$ cat src/rtl/dram_refresh_pkg.sv
package dram_refresh_pkg;

   typedef enum logic [2:0] {
      ST_PAUSE,
      ST_IDLE,
      ST_CSR,
      ST_RASLO,
      ST_PRE,
      ST_SR_CSR,
      ST_SR_HOLD,
      ST_SR_EXIT
   } rfsh_state_e;

   function automatic int max2(input int a, input int b);
      return (a > b) ? a : b;
   endfunction

   function automatic int bits_for(input int v);
      return (v > 1) ? $clog2(v + 1) : 1;
   endfunction

endpackage

$ cat src/rtl/rfsh_backlog.sv
module rfsh_backlog #(
   parameter int INTERVAL    = 1950,
   parameter int MAX_BACKLOG = 8
) (
   input  logic clk,
   input  logic rst_n,
   input  logic run,
   input  logic retire,
   input  logic clear,
   output logic owed,
   output logic urgent
);
   localparam int PW = dram_refresh_pkg::bits_for(MAX_BACKLOG);
   localparam int IW = dram_refresh_pkg::bits_for(INTERVAL);
   localparam logic [PW-1:0] P_MAX = PW'(MAX_BACKLOG);
   localparam logic [IW-1:0] I_LAST = IW'(INTERVAL - 1);

   logic          tick;
   logic [PW-1:0] pend_q;

   generate
      if (INTERVAL == 1) begin : g_every
         assign tick = run;
      end else begin : g_count
         logic [IW-1:0] itv_q;
         always_ff @(posedge clk or negedge rst_n) begin
            if (!rst_n)              itv_q <= '0;
            else if (!run)           itv_q <= '0;
            else if (itv_q == I_LAST) itv_q <= '0;
            else                     itv_q <= itv_q + IW'(1);
         end
         assign tick = run && (itv_q == I_LAST);
      end
   endgenerate

   always_ff @(posedge clk or negedge rst_n) begin
      if (!rst_n) begin
         pend_q <= '0;
      end else if (clear) begin
         pend_q <= '0;
      end else begin
         unique case ({tick, retire})
            2'b10:   if (pend_q != P_MAX) pend_q <= pend_q + PW'(1);
            2'b01:   pend_q <= pend_q - PW'(1);
            default: pend_q <= pend_q;
         endcase
      end
   end

   assign owed   = (pend_q != '0);
   assign urgent = run && (pend_q == P_MAX);
endmodule

$ cat src/rtl/rfsh_strobe_seq.sv
module rfsh_strobe_seq
   import dram_refresh_pkg::*;
#(
   parameter int INIT_PAUSE_CYC = 25000,
   parameter int WARMUP_CNT     = 8,
   parameter int CSR_CYC        = 1,
   parameter int RAS_LOW_CYC    = 8,
   parameter int PRECH_CYC      = 5,
   parameter int SREF_HOLD_CYC  = 12500,
   parameter int SREF_EXIT_CYC  = 14,
   parameter int BURST_CNT      = 8
) (
   input  logic clk,
   input  logic rst_n,
   input  logic sleep,
   input  logic start_ref,
   input  logic start_sr,
   output logic idle,
   output logic ready,
   output logic own,
   output logic ras_n,
   output logic cas_n
);
   localparam int TMAX = max2(max2(max2(INIT_PAUSE_CYC, SREF_HOLD_CYC),
                                   max2(RAS_LOW_CYC, PRECH_CYC)),
                              max2(CSR_CYC, SREF_EXIT_CYC));
   localparam int TW = bits_for(TMAX);
   localparam int LW = bits_for(max2(WARMUP_CNT, BURST_CNT));
   localparam logic [TW-1:0] K_PAUSE = TW'(INIT_PAUSE_CYC - 1);
   localparam logic [TW-1:0] K_CSR   = TW'(CSR_CYC - 1);
   localparam logic [TW-1:0] K_RAS   = TW'(RAS_LOW_CYC - 1);
   localparam logic [TW-1:0] K_PRE   = TW'(PRECH_CYC - 1);
   localparam logic [TW-1:0] K_HOLD  = TW'(SREF_HOLD_CYC - 1);
   localparam logic [TW-1:0] K_EXIT  = TW'(SREF_EXIT_CYC - 1);

   rfsh_state_e   state_q, state_d;
   logic [TW-1:0] tmr_q, tmr_d;
   logic [LW-1:0] left_q, left_d;
   logic          rdy_q, rdy_d;
   logic          ras_q, cas_q, own_q;
   logic          tdone;

   assign tdone = (tmr_q == '0);

   always_comb begin
      state_d = state_q;
      tmr_d   = tdone ? tmr_q : tmr_q - TW'(1);
      left_d  = left_q;
      rdy_d   = rdy_q;
      unique case (state_q)
         ST_PAUSE:
            if (tdone) begin state_d = ST_CSR; tmr_d = K_CSR; end
         ST_CSR:
            if (tdone) begin state_d = ST_RASLO; tmr_d = K_RAS; end
         ST_RASLO:
            if (tdone) begin state_d = ST_PRE; tmr_d = K_PRE; end
         ST_PRE:
            if (tdone) begin
               if (left_q > LW'(1)) begin
                  left_d  = left_q - LW'(1);
                  state_d = ST_CSR;
                  tmr_d   = K_CSR;
               end else begin
                  state_d = ST_IDLE;
                  rdy_d   = 1'b1;
               end
            end
         ST_IDLE:
            if (start_sr) begin
               state_d = ST_SR_CSR;
               tmr_d   = K_CSR;
               rdy_d   = 1'b0;
            end else if (start_ref) begin
               state_d = ST_CSR;
               tmr_d   = K_CSR;
               left_d  = LW'(1);
            end
         ST_SR_CSR:
            if (tdone) begin state_d = ST_SR_HOLD; tmr_d = K_HOLD; end
         ST_SR_HOLD:
            if (tdone && !sleep) begin state_d = ST_SR_EXIT; tmr_d = K_EXIT; end
         ST_SR_EXIT:
            if (tdone) begin
               state_d = ST_CSR;
               tmr_d   = K_CSR;
               left_d  = LW'(BURST_CNT);
            end
         default: state_d = ST_IDLE;
      endcase
   end

   always_ff @(posedge clk or negedge rst_n) begin
      if (!rst_n) begin
         state_q <= ST_PAUSE;
         tmr_q   <= K_PAUSE;
         left_q  <= LW'(WARMUP_CNT);
         rdy_q   <= 1'b0;
         ras_q   <= 1'b1;
         cas_q   <= 1'b1;
         own_q   <= 1'b0;
      end else begin
         state_q <= state_d;
         tmr_q   <= tmr_d;
         left_q  <= left_d;
         rdy_q   <= rdy_d;
         ras_q   <= !(state_d inside {ST_RASLO, ST_SR_HOLD});
         cas_q   <= !(state_d inside {ST_CSR, ST_RASLO, ST_SR_CSR, ST_SR_HOLD});
         own_q   <= !(state_d inside {ST_PAUSE, ST_IDLE});
      end
   end

   assign idle  = (state_q == ST_IDLE);
   assign ready = rdy_q;
   assign own   = own_q;
   assign ras_n = ras_q;
   assign cas_n = cas_q;
endmodule

$ cat src/rtl/dram_refresh_sched.sv
module dram_refresh_sched #(
   parameter int INIT_PAUSE_CYC = 25000,
   parameter int WARMUP_CNT     = 8,
   parameter int REF_INTERVAL   = 1950,
   parameter int MAX_BACKLOG    = 8,
   parameter int CSR_CYC        = 1,
   parameter int RAS_LOW_CYC    = 8,
   parameter int PRECH_CYC      = 5,
   parameter int SREF_HOLD_CYC  = 12500,
   parameter int SREF_EXIT_CYC  = 14,
   parameter int BURST_CNT      = 8
) (
   input  logic clk,
   input  logic rst_n,
   input  logic sleep_i,
   input  logic grant_i,
   output logic req_o,
   output logic urgent_o,
   output logic ready_o,
   output logic own_o,
   output logic ras_n_o,
   output logic cas_n_o,
   output logic we_n_o
);
   generate
      if (INIT_PAUSE_CYC < 1 || WARMUP_CNT < 1 || REF_INTERVAL < 1 ||
          MAX_BACKLOG < 1 || CSR_CYC < 1 || RAS_LOW_CYC < 1 ||
          PRECH_CYC < 1 || SREF_HOLD_CYC < 1 || BURST_CNT < 1) begin : g_bad_zero
         $error("dram_refresh_sched: every count and timing must be at least 1");
      end
      if (SREF_EXIT_CYC < PRECH_CYC) begin : g_bad_exit
         $error("dram_refresh_sched: self-refresh exit shorter than precharge");
      end
   endgenerate

   logic idle, ready, owed, urgent, start_ref, start_sr;

   assign req_o     = ready && idle && (owed || sleep_i);
   assign start_sr  = req_o && grant_i && sleep_i;
   assign start_ref = req_o && grant_i && !sleep_i;

   rfsh_backlog #(
      .INTERVAL    (REF_INTERVAL),
      .MAX_BACKLOG (MAX_BACKLOG)
   ) u_backlog (
      .clk    (clk),
      .rst_n  (rst_n),
      .run    (ready),
      .retire (start_ref),
      .clear  (start_sr),
      .owed   (owed),
      .urgent (urgent)
   );

   rfsh_strobe_seq #(
      .INIT_PAUSE_CYC (INIT_PAUSE_CYC),
      .WARMUP_CNT     (WARMUP_CNT),
      .CSR_CYC        (CSR_CYC),
      .RAS_LOW_CYC    (RAS_LOW_CYC),
      .PRECH_CYC      (PRECH_CYC),
      .SREF_HOLD_CYC  (SREF_HOLD_CYC),
      .SREF_EXIT_CYC  (SREF_EXIT_CYC),
      .BURST_CNT      (BURST_CNT)
   ) u_seq (
      .clk       (clk),
      .rst_n     (rst_n),
      .sleep     (sleep_i),
      .start_ref (start_ref),
      .start_sr  (start_sr),
      .idle      (idle),
      .ready     (ready),
      .own       (own_o),
      .ras_n     (ras_n_o),
      .cas_n     (cas_n_o)
   );

   assign urgent_o = urgent;
   assign ready_o  = ready;
   assign we_n_o   = 1'b1;
endmodule

$ cat config.mk
export PLATFORM = sky130hd
export DESIGN_NAME = dram_refresh_sched
export DESIGN_NICKNAME = d
export VERILOG_FILES = /design/src/rtl/dram_refresh_pkg.sv /design/src/rtl/rfsh_backlog.sv /design/src/rtl/rfsh_strobe_seq.sv /design/src/rtl/dram_refresh_sched.sv
export SDC_FILE = /design/constraint.sdc
export NUM_CORES = 1
export LEC_CHECK = 0
export BUFFER_PORTS_ARGS = -buffer_cell sky130_fd_sc_hd__buf_2
export CAP_MARGIN = 40
export CORE_MARGIN = 2
export CORE_UTILIZATION = 62
export DETAILED_ROUTE_END_ITERATION = 6
export GPL_TIMING_DRIVEN = 0
export PLACE_DENSITY_LB_ADDON = 0.25
export SLEW_MARGIN = 20
export SYNTH_ARGS = -nofsm -noshare
export SYNTH_HDL_FRONTEND = slang
export SYNTH_SLANG_ARGS = --single-unit
$ cat constraint.sdc
create_clock -name clk -period 3.1 [get_ports clk]
set_input_delay 0.155 -clock clk [delete_from_list [all_inputs] [get_ports clk]]
set_output_delay 0.155 -clock clk [all_outputs]
set_load 0.05 [all_outputs]
== Yosys cells after proc, flatten, opt, wreduce, memory -nomap -nowiden ==
Cells that the tools add are included.
Widths: inputs -> output; s select.
Cells by class
  reduce and logical (&&, ||, !) cells: 27
  muxes and demuxes: 36
  eq/ne operators: 25
  order comparisons: 1
  add/subtract/negate cells: 5
Operators by type and width (number)
  $mux 15: 10
  $pmux 15 s7: 1
  $mux 4: 7
  $mux 3: 8
  $mux 11: 2
  $pmux 3 s7: 1
  $eq 3x3->1 const B: 6
  $logic_not 15->1: 1
  $sub 15x1->15 const B: 1
  $eq 3x2->1 const B: 4
  $pmux 4 s3: 1
  $add 11x1->11 const B: 1
  $eq 11x11->1 const B: 1
  $ne 2x1->1 const B: 5
  $logic_and 1x1->1: 8
  $pmux 4 s2: 1
  $reduce_bool 4->1: 2
  $sub 4x1->4 const B: 2
  $eq 3x1->1 const B: 2
  $logic_not 3->1: 2
  $reduce_and 6->1: 1
  $reduce_bool 2->1: 3
  $reduce_bool 3->1: 2
  $add 4x1->4 const B: 1
  15 further kinds: 21
Storage, ports and cells
  logic and storage cells: 103
  input bits: 4
  register bits: 41

== Depth between registers and ports, before layout ==
Gate-level depths: netlist (run 1).
  depth in word-level cells: 11
  gate-level depth with buffers: 13

== Cells and area by module ==
Synthesis (run 1) repeated with hierarchy kept, for this count alone.
Second synthesis, totals
  cell total of the unflattened synthesis: 272
  area, all modules: 2572.5 µm²
Modules (own cells, without submodules)
  rfsh_strobe_seq: instances 1, area each 1682.9 µm², cells each 183
  rfsh_backlog: instances 1, area each 838.3 µm², cells each 82
  dram_refresh_sched: instances 1, area each 51.3 µm², cells each 7

== Worst setup path before layout (run 1) ==
Ideal clock, no wire load.
  path type: register to register
  start: reg u_seq.rdy_q (netlist: u_seq.ready)
  end: reg u_backlog.pend_q[3]
  slack: 0.437 ns
  cell stages (with the launch flop): 13
  buffers on the path: 1
  arrival: 2.576 ns
  path through: dfrtp_1 buf_2 nand3b_1 nor2_1 o21ai_0 nor2_1 ha_1 a21o_1 a21oi_1 nor2_1 a211oi_1 a31oi_1 o211ai_1
Between the ends
  cells in the longest elaborated chain, start to end: 7
Ends and longest elaborated chain
  start, declared: RTL line rfsh_strobe_seq.sv:39  | logic rdy_q, rdy_d;
  start signal, assigned: RTL line rfsh_strobe_seq.sv:105  | rdy_q <= rdy_d;
  $logic_and 1x1->1 (2 in series): RTL line dram_refresh_sched.sv:38  | assign req_o = ready && idle && (owed || sleep_i);
  $logic_and 1x1->1: RTL line dram_refresh_sched.sv:39, dram_refresh_sched.sv:40
  $logic_and 1x1->1: RTL line dram_refresh_sched.sv:40  | assign start_ref = req_o && grant_i && !sleep_i;
  $eq 2x1->1 or $eq 2x2->1 (tied branches): RTL line rfsh_backlog.sv:42  | unique case ({tick, retire})
  $pmux 4 s2 (tied with other cells): RTL line rfsh_backlog.sv:42
  $mux 4 or $reduce_and 2->1 (tied branches)
  end signal, assigned: RTL line rfsh_backlog.sv:43  | 2'b10: if (pend_q != P_MAX) pend_q <= pend_q + PW'(1);
  end signal, assigned: RTL line rfsh_backlog.sv:44  | 2'b01: pend_q <= pend_q - PW'(1);
  end signal, assigned: RTL line rfsh_backlog.sv:45  | default: pend_q <= pend_q;
  end, declared: RTL line rfsh_backlog.sv:19  | logic [PW-1:0] pend_q;
Parallel ways exist; a longest one is shown, timed or not.
A chain may end at the register's enable or synchronous reset.

== Worst setup path after layout (run 1) ==
  start: reg u_seq.state_q[1]
  end: reg u_backlog.pend_q[3]
Between the ends
  cells in the longest elaborated chain, start to end: 8
Ends and longest elaborated chain
  start, declared: RTL line rfsh_strobe_seq.sv:36  | rfsh_state_e state_q, state_d;
  start signal, assigned: RTL line rfsh_strobe_seq.sv:102  | state_q <= state_d;
  $eq 3x1->1 (*): RTL line rfsh_strobe_seq.sv:112  | assign idle = (state_q == ST_IDLE);
  $logic_and 1x1->1 (*) (2 in series): RTL line dram_refresh_sched.sv:38
  $logic_and 1x1->1 (*): RTL line dram_refresh_sched.sv:39, dram_refresh_sched.sv:40
  $logic_and 1x1->1: RTL line dram_refresh_sched.sv:40
  $eq 2x1->1 or $eq 2x2->1 (tied branches): RTL line rfsh_backlog.sv:42
  $pmux 4 s2 (tied with other cells): RTL line rfsh_backlog.sv:42
  $mux 4 or $reduce_and 2->1 (tied branches)
Every way passes the cells marked *; elsewhere a longest branch is shown, timed or not.

==> flow_summary.toml, run 1 <==
[min_path]
min_from = "sleep_i"
hp-class = "in2reg"
worstHoldEndpoint = "u_seq.ready"
min_path_cells = 2

[timing]
hold_viol_final = 0
tns_ps = 0
finalSetupViolations = 0
whs_ps = 179
slew_violations = 0
rsz0062_at_grt = "no"
layout_min_cycle_time_ps = 2900
slew_headroom = 0.647
worst_slew_pin_slew_ps = 526
fin_skew_ps = 8.97
fmax_mhz = 344
period_share = 0.937

[logic_synthesis]
synth_cell_types = 62
synth_area_per_cell_um2 = 9.06
synth_flop_cell = "dfrtp_1"
synthCells = 290
synth_top_family_by_area = "simple AND/OR/NAND/NOR gates"
syn_area_um2 = 2630
synth_compound_area_frac = 0.176
synth_edf_count = 0
synth-xor-area-share = 0.0666
yosysWarnings = 0
synthAdderAreaFrac = 0.0552
synthArstFlopShare = 1.00
ys_ff_latch = 41
muxShareOfSynthArea = 0.00762
synth_fp_nets = 305
ys_seq_area_frac = 0.396
synth_simple_gate_area_frac = 0.254

[setup_path]
worstPathMaxFanout = 6
reg2reg_from = "u_seq.state_q[1]"
r2r_end = "u_backlog.pend_q[3]"
worst_ep_arrival_time_ps = 3120
max_stage_delay_ps = 500
crit_type = "reg2reg"
critPathLaunch = "u_seq.state_q[1]"
cp_cell_sequence = "or3b_1 > nor2_1 > o21ai_0 > nor2_2 > ha_1 > a21o_1 > a21oi_1 > nor2_1 > a211oi_1 > a31oi_1 > o211ai_1"
critPathRequiredTime_ps = 3320
ff2ff_path_depth = 11
crit_path_frequent_cell = "nor2_1"
end_kind = "flip-flop"
crit_slowest_cell = "or3b_1"
start_kind = "flip-flop"
r2r_slack_ps = 200

[floorplan]
core-area_um2 = 4030
rows = 23
die_area_um2 = 4780
initial_core_util = 0.652
die_w_um = 69.1
dieHeight_um = 69.1
ioPinCount = 11

[run]
cap_violations = 0

[drt]
dr.pass1.iters = 5
viasPerCell = 6.28
postRouteAntennaNets = 0
drtIter0Drc = 232
wl_mm = 5.57
drc = 0
num_vias = 2255
wire_per_inst_um = 15.5

[clock_tree]
numCtsBuffers = 5
clock-sinks = 41
clk_latency_ps = 310
tritoncts = "built"
clkSlewWorstSetupHoldPaths_ps = 90
clock_path_buffers = 2
postCtsSetupBuffers = 0
root_buffer = "clkbuf_8"
cts_max_level = 2

[cells_and_area]
finalNetCount = 323
multi_input_area_um2 = 1480
ff_latch_area_um2 = 1040
area.growth.synth_to_final_pct = 8.90
n_antenna_cell = 0
drive_gt1_frac = 0.162
fill_cells = 319

[placement]
dp_hpwl_mm = 4.02
port_buffers = 9
place_congestion = 0.900

[global_routing]
antenna_found_initial = 0
grt_pass1_wl_mm = 9.62
grt_use_total = 0.248
gr-total-overflow = 0
grt_max_degree = 25
grt_pass1_vias = 2100

[power_and_ir_drop]
max-vdd-ir-drop_v = 0.000473
leakagePower_uw = 0.00127
powerDensity_nw_per_um2 = 897
p_total_uw = 2570

[status]
status = "completed"
-- per-stage QoR --
stage               instance area (um^2)  cells  setup slack (ps)  utilization
floorplan                           2630    290               437            -
global placement                    2740    349               213        0.679
detailed placement                  2760    350               205        0.686
CTS                                 2860    359               182        0.710
global route                        2860    359              12.4        0.711
finish                              2860    359               196        0.711
-- cells by family after synthesis --
family	after synthesis
muxes	2
xor gates and xnor gates	20
other	1
adders and majority gates	11
and+or+nand+nor	120
buffers and inverters	24
AOI/OAI and AO/OA	71
DFF	41
-- worst max-delay path by stage --
stage                          endpoint  slack [ps]
finish              u_backlog.pend_q[3]         200
global route        u_backlog.pend_q[3]          10
CTS                 u_backlog.pend_q[3]         180
detailed placement  u_backlog.pend_q[3]         200
global placement    u_backlog.pend_q[3]         210
floorplan           u_backlog.pend_q[3]         440
-- power breakdown --
group | internal, uW | total (uW) | switching [uW]
Clock | 155 | 353 | 197
Sequential | 765 | 994 | 229
Combinational | 477 | 1220 | 745
Total | 1400 | 2570 | 1170
-- cell type report --
type	count	share of cell area
Clock buffer	5	0.0240
Multi-Input combinational cell	225	0.516
Inverter	12	0.0166
Sequential cell	41	0.363
Clock inverter	3	0.00612
Timing Repair Buffer	11	0.0288
Tap cell	50	0.0219
Buffer	12	0.0232
-- routing by layer --
layer  global-route usage  vias up  wire length (um)
met5                    0        -                 0
met4               0.0980        0               101
met3               0.0585       14               313
met2                0.366       80              2550
met1                0.352     1088              2600
li1                     -     1073                 -
-- Yosys cell counts, drive strengths merged, types with 3 or more instances --
cell	number	area, um^2
a211oi	3	22.5
a21o	4	30.0
a21oi	15	75.1
a31oi	5	31.3
and3	7	43.8
buf	6	43.8
clkbuf	6	22.5
dfrtp	30	751
dfstp	11	289
ha	10	125
inv	12	47.6
nand2	20	75.1
nand3	9	45.0
nand4	5	31.3
nor2	36	135
nor2b	5	31.3
nor3	11	65.1
nor4	6	82.6
o21a	3	22.5
o21ai	21	113
o31ai	3	27.5
or3	4	25.0
xnor2	8	70.1
xor2	12	105
-- flip-flops by register name, indices dropped and copies added (netlist names) --
signal                   count
u_seq.tmr_q                 15
u_seq.left_q                 4
u_seq.ready                  1
u_backlog.g_count.itv_q     11
u_seq.cas_n                  1
u_backlog.pend_q             4
u_seq.state_q                3
u_seq.ras_n                  1
u_seq.own                    1
-- what timing repair did --
item,4_1_cts,5_1_grt
hold buffers,1,0
endpoints found under the hold margin,14,0
gates resized for setup,0,1
endpoints found under the setup margin,0,1
-- layout by cell type (no fill, tap or decap), types with 5 or more instances in the layout --
cell type	n
xor2_1	12
a31oi_1	5
o21ai_0	18
dfrtp_1	30
nor2b_1	5
buf_2	11
ha_1	10
and3_1	7
inv_1	10
nand3_1	9
clkbuf_1	6
dfstp_2	11
a21oi_1	15
nor2_1	35
nand4_1	5
xnor2_1	8
nor3_1	9
clkbuf_8	5
nand2_1	20
-- critical path, delay by kind of cell, from the launching register on --
family | cells | cell delay [ps]
adder cells (fa/ha/maj) | 1 | 270
flip-flops | 1 | 450
AND/OR/NAND/NOR | 4 | 1060
AO/OA/AOI/OAI | 6 | 1030
Power figures use the tool's default switching activity.
==> run 2, diff against run 1 <==
--- a/config.mk
+++ b/config.mk
@@ -6,10 +6,11 @@
 export NUM_CORES = 1
 export LEC_CHECK = 0
 export BUFFER_PORTS_ARGS = -buffer_cell sky130_fd_sc_hd__buf_2
-export CAP_MARGIN = 40
+export CAP_MARGIN = 20
 export CORE_MARGIN = 2
-export CORE_UTILIZATION = 62
+export CORE_UTILIZATION = 45
 export DETAILED_ROUTE_END_ITERATION = 6
+export GPL_ROUTABILITY_DRIVEN = 0
 export GPL_TIMING_DRIVEN = 0
 export PLACE_DENSITY_LB_ADDON = 0.25
 export SLEW_MARGIN = 20
==> flow_summary.toml, run 2 (synthesis gave the netlist of run 1 again) <==
[min_path]
hp-class = "in2async"

[floorplan]
initial_core_util = 0.472
rows = 27
dieHeight_um = 80.4
die_area_um2 = 6470
ioPinCount = 11
die_w_um = 80.4
core-area_um2 = 5570

[cells_and_area]
top_register = "u_seq.tmr_q"
drive_gt1_frac = 0.162
n_antenna_cell = 0
finalNetCount = 322
ff_latch_area_um2 = 1040
final_core_util = 0.514
layout_common_cells = "nor2_1, dfrtp_1, nand2_1"
final_area_um2 = 2870
fill_cells = 530
reg_top3 = "u_seq.tmr_q: 15 flops, u_backlog.g_count.itv_q: 11 flops"
area.growth.synth_to_final_pct = 9.09
final_common_cell = "nor2_1"
multi_input_area_um2 = 1480
largest_register_ffs = 15

[global_routing]
grt_max_degree = 42
grtUsageMet1 = 0.287
antenna_found_initial = 0
grt_use_total = 0.194
grt_util_met2 = 0.288
grt_pass1_vias = 2011
grt_pass1_wl_mm = 9.70
gr-total-overflow = 0
grt_busiest_layer = "met2"
met3_usage = 0.0382

[placement]
port_buffers = 9
place_area_um2 = 2760
dp_hpwl_mm = 4.00

[timing]
layout_min_cycle_time_ps = 2860
fin_skew_ps = 6.79
worst_slew_pin_slew_ps = 891
tns_ps = 0
fmax_mhz = 350
rsz0062_at_grt = "no"
whs_ps = -34.1
finalSetupViolations = 0
hold_viol_final = 30
slew_violations = 0
period_share = 0.923
slew_headroom = 0.406

[power_and_ir_drop]
max-vdd-ir-drop_v = 0.000533
p_seq_frac = 0.384
clkPwrFrac = 0.145
powerDensity_nw_per_um2 = 898
p_int_uw = 1400
switching_share = 0.457
power_frac_comb = 0.471
leakagePower_uw = 0.00126
switchingPower_uw = 1180

[clock_tree]
clock_path_buffers = 2
clock-sinks = 41
hold_buffers = 0
numCtsBuffers = 5
root_buffer = "clkbuf_8"
tritoncts = "built"
clk_latency_ps = 300
cts_max_level = 2
clkSlewWorstSetupHoldPaths_ps = 90

[run]
cap_violations = 0

[setup_path]
start_kind = "flip-flop"
crit_type = "reg2reg"
critPathRequiredTime_ps = 3320
worst_ep_arrival_time_ps = 3080
end_kind = "flip-flop"
worstPathMaxFanout = 6

[status]
status = "finished with violations"
failed_checks = "negative hold slack"

[drt]
drc = 0
dr.pass1.iters = 4
postRouteAntennaNets = 0
num_vias = 2147
viasPerCell = 5.65
wire_per_inst_um = 14.7
drtIter0Drc = 91
wl_mm = 5.57
run 2: changes by cell type in the layout (fill, tap and decap cells not counted):
cell           previous run  this run
inv_6                     0         2
o21ai_1                   1         2
buf_4                     1         2
dlygate4sd3_1             1         0
clkinv_2                  2         0
buf_16                    1         0
o21ai_0                  18        17
run 2: power groups by stage:
stage	clock, uW	sequential (uW)	combinational, uW
2_1_floorplan	0	1040	879
3_3_place_gp	0	992	1190
3_5_place_dp	0	996	1210
4_1_cts	387	988	1210
5_1_grt	413	1020	1370
6_report	374	990	1210
run 2: cell type report:
cell class                 count  area share
sequential                    41       0.363
multi-input combinational    225       0.515
clock buffer                   5      0.0240
inverter                      12      0.0166
buffer                        12      0.0231
clock inverter                 3     0.00873
timing repair buffer          10      0.0183
tap                           72      0.0314
run 2: per-layer routing:
layer  up-vias  part of all wire
met5         -                 0
met4         0             0.014
met3         8             0.032
met2        38              0.44
met1      1019              0.51
li1       1082                 -
run 2: path summary, 6_finish.rpt:
check	startpoint	to	slack [ps]	depth (start not counted)
max in group asynchronous	rst_n	u_seq.ready	2570	1
setup / recovery	u_seq.state_q[1]	u_backlog.pend_q[3]	240	11
min in group clk	sleep_i	u_seq.ready	160	2
setup reg to reg	u_seq.state_q[1]	u_backlog.pend_q[3]	240	11
hold reg to reg	u_seq.left_q[1]	u_seq.left_q[1]	530	2
hold / removal	rst_n	u_seq.tmr_q[6]	-30	1
run 2: stage by stage:
stage / cells / hold WS, ps / total power (uW) / setup slack [ps]
2_1_floorplan: 290 / -141 / 1920 / 437
3_3_place_gp: 371 / 346 / 2180 / 188
3_5_place_dp: 371 / 344 / 2200 / 153
4_1_cts: 379 / 3.38 / 2590 / 116
5_1_grt: 380 / 43.7 / 2810 / 49.3
6_report: 380 / -34.1 / 2580 / 239
run 2: timing repair:
| action | 4_1_cts | 5_1_grt |
|---|---|---|
| hold endpoints to repair | 0 | 0 |
| resized for setup | 0 | 2 |
| setup buffers | 0 | 1 |
| endpoints found under the setup margin | 0 | 1 |
run 2: critical path, stage by stage, from the launching register on:
cell	delay, ps
dfrtp_1	450
or3b_1	500
nor2_1	230
o21ai_1	170
nor2_2	220
ha_1	270
a21o_1	170
a21oi_1	230
nor2_1	100
a211oi_1	240
a31oi_1	70
o211ai_1	120
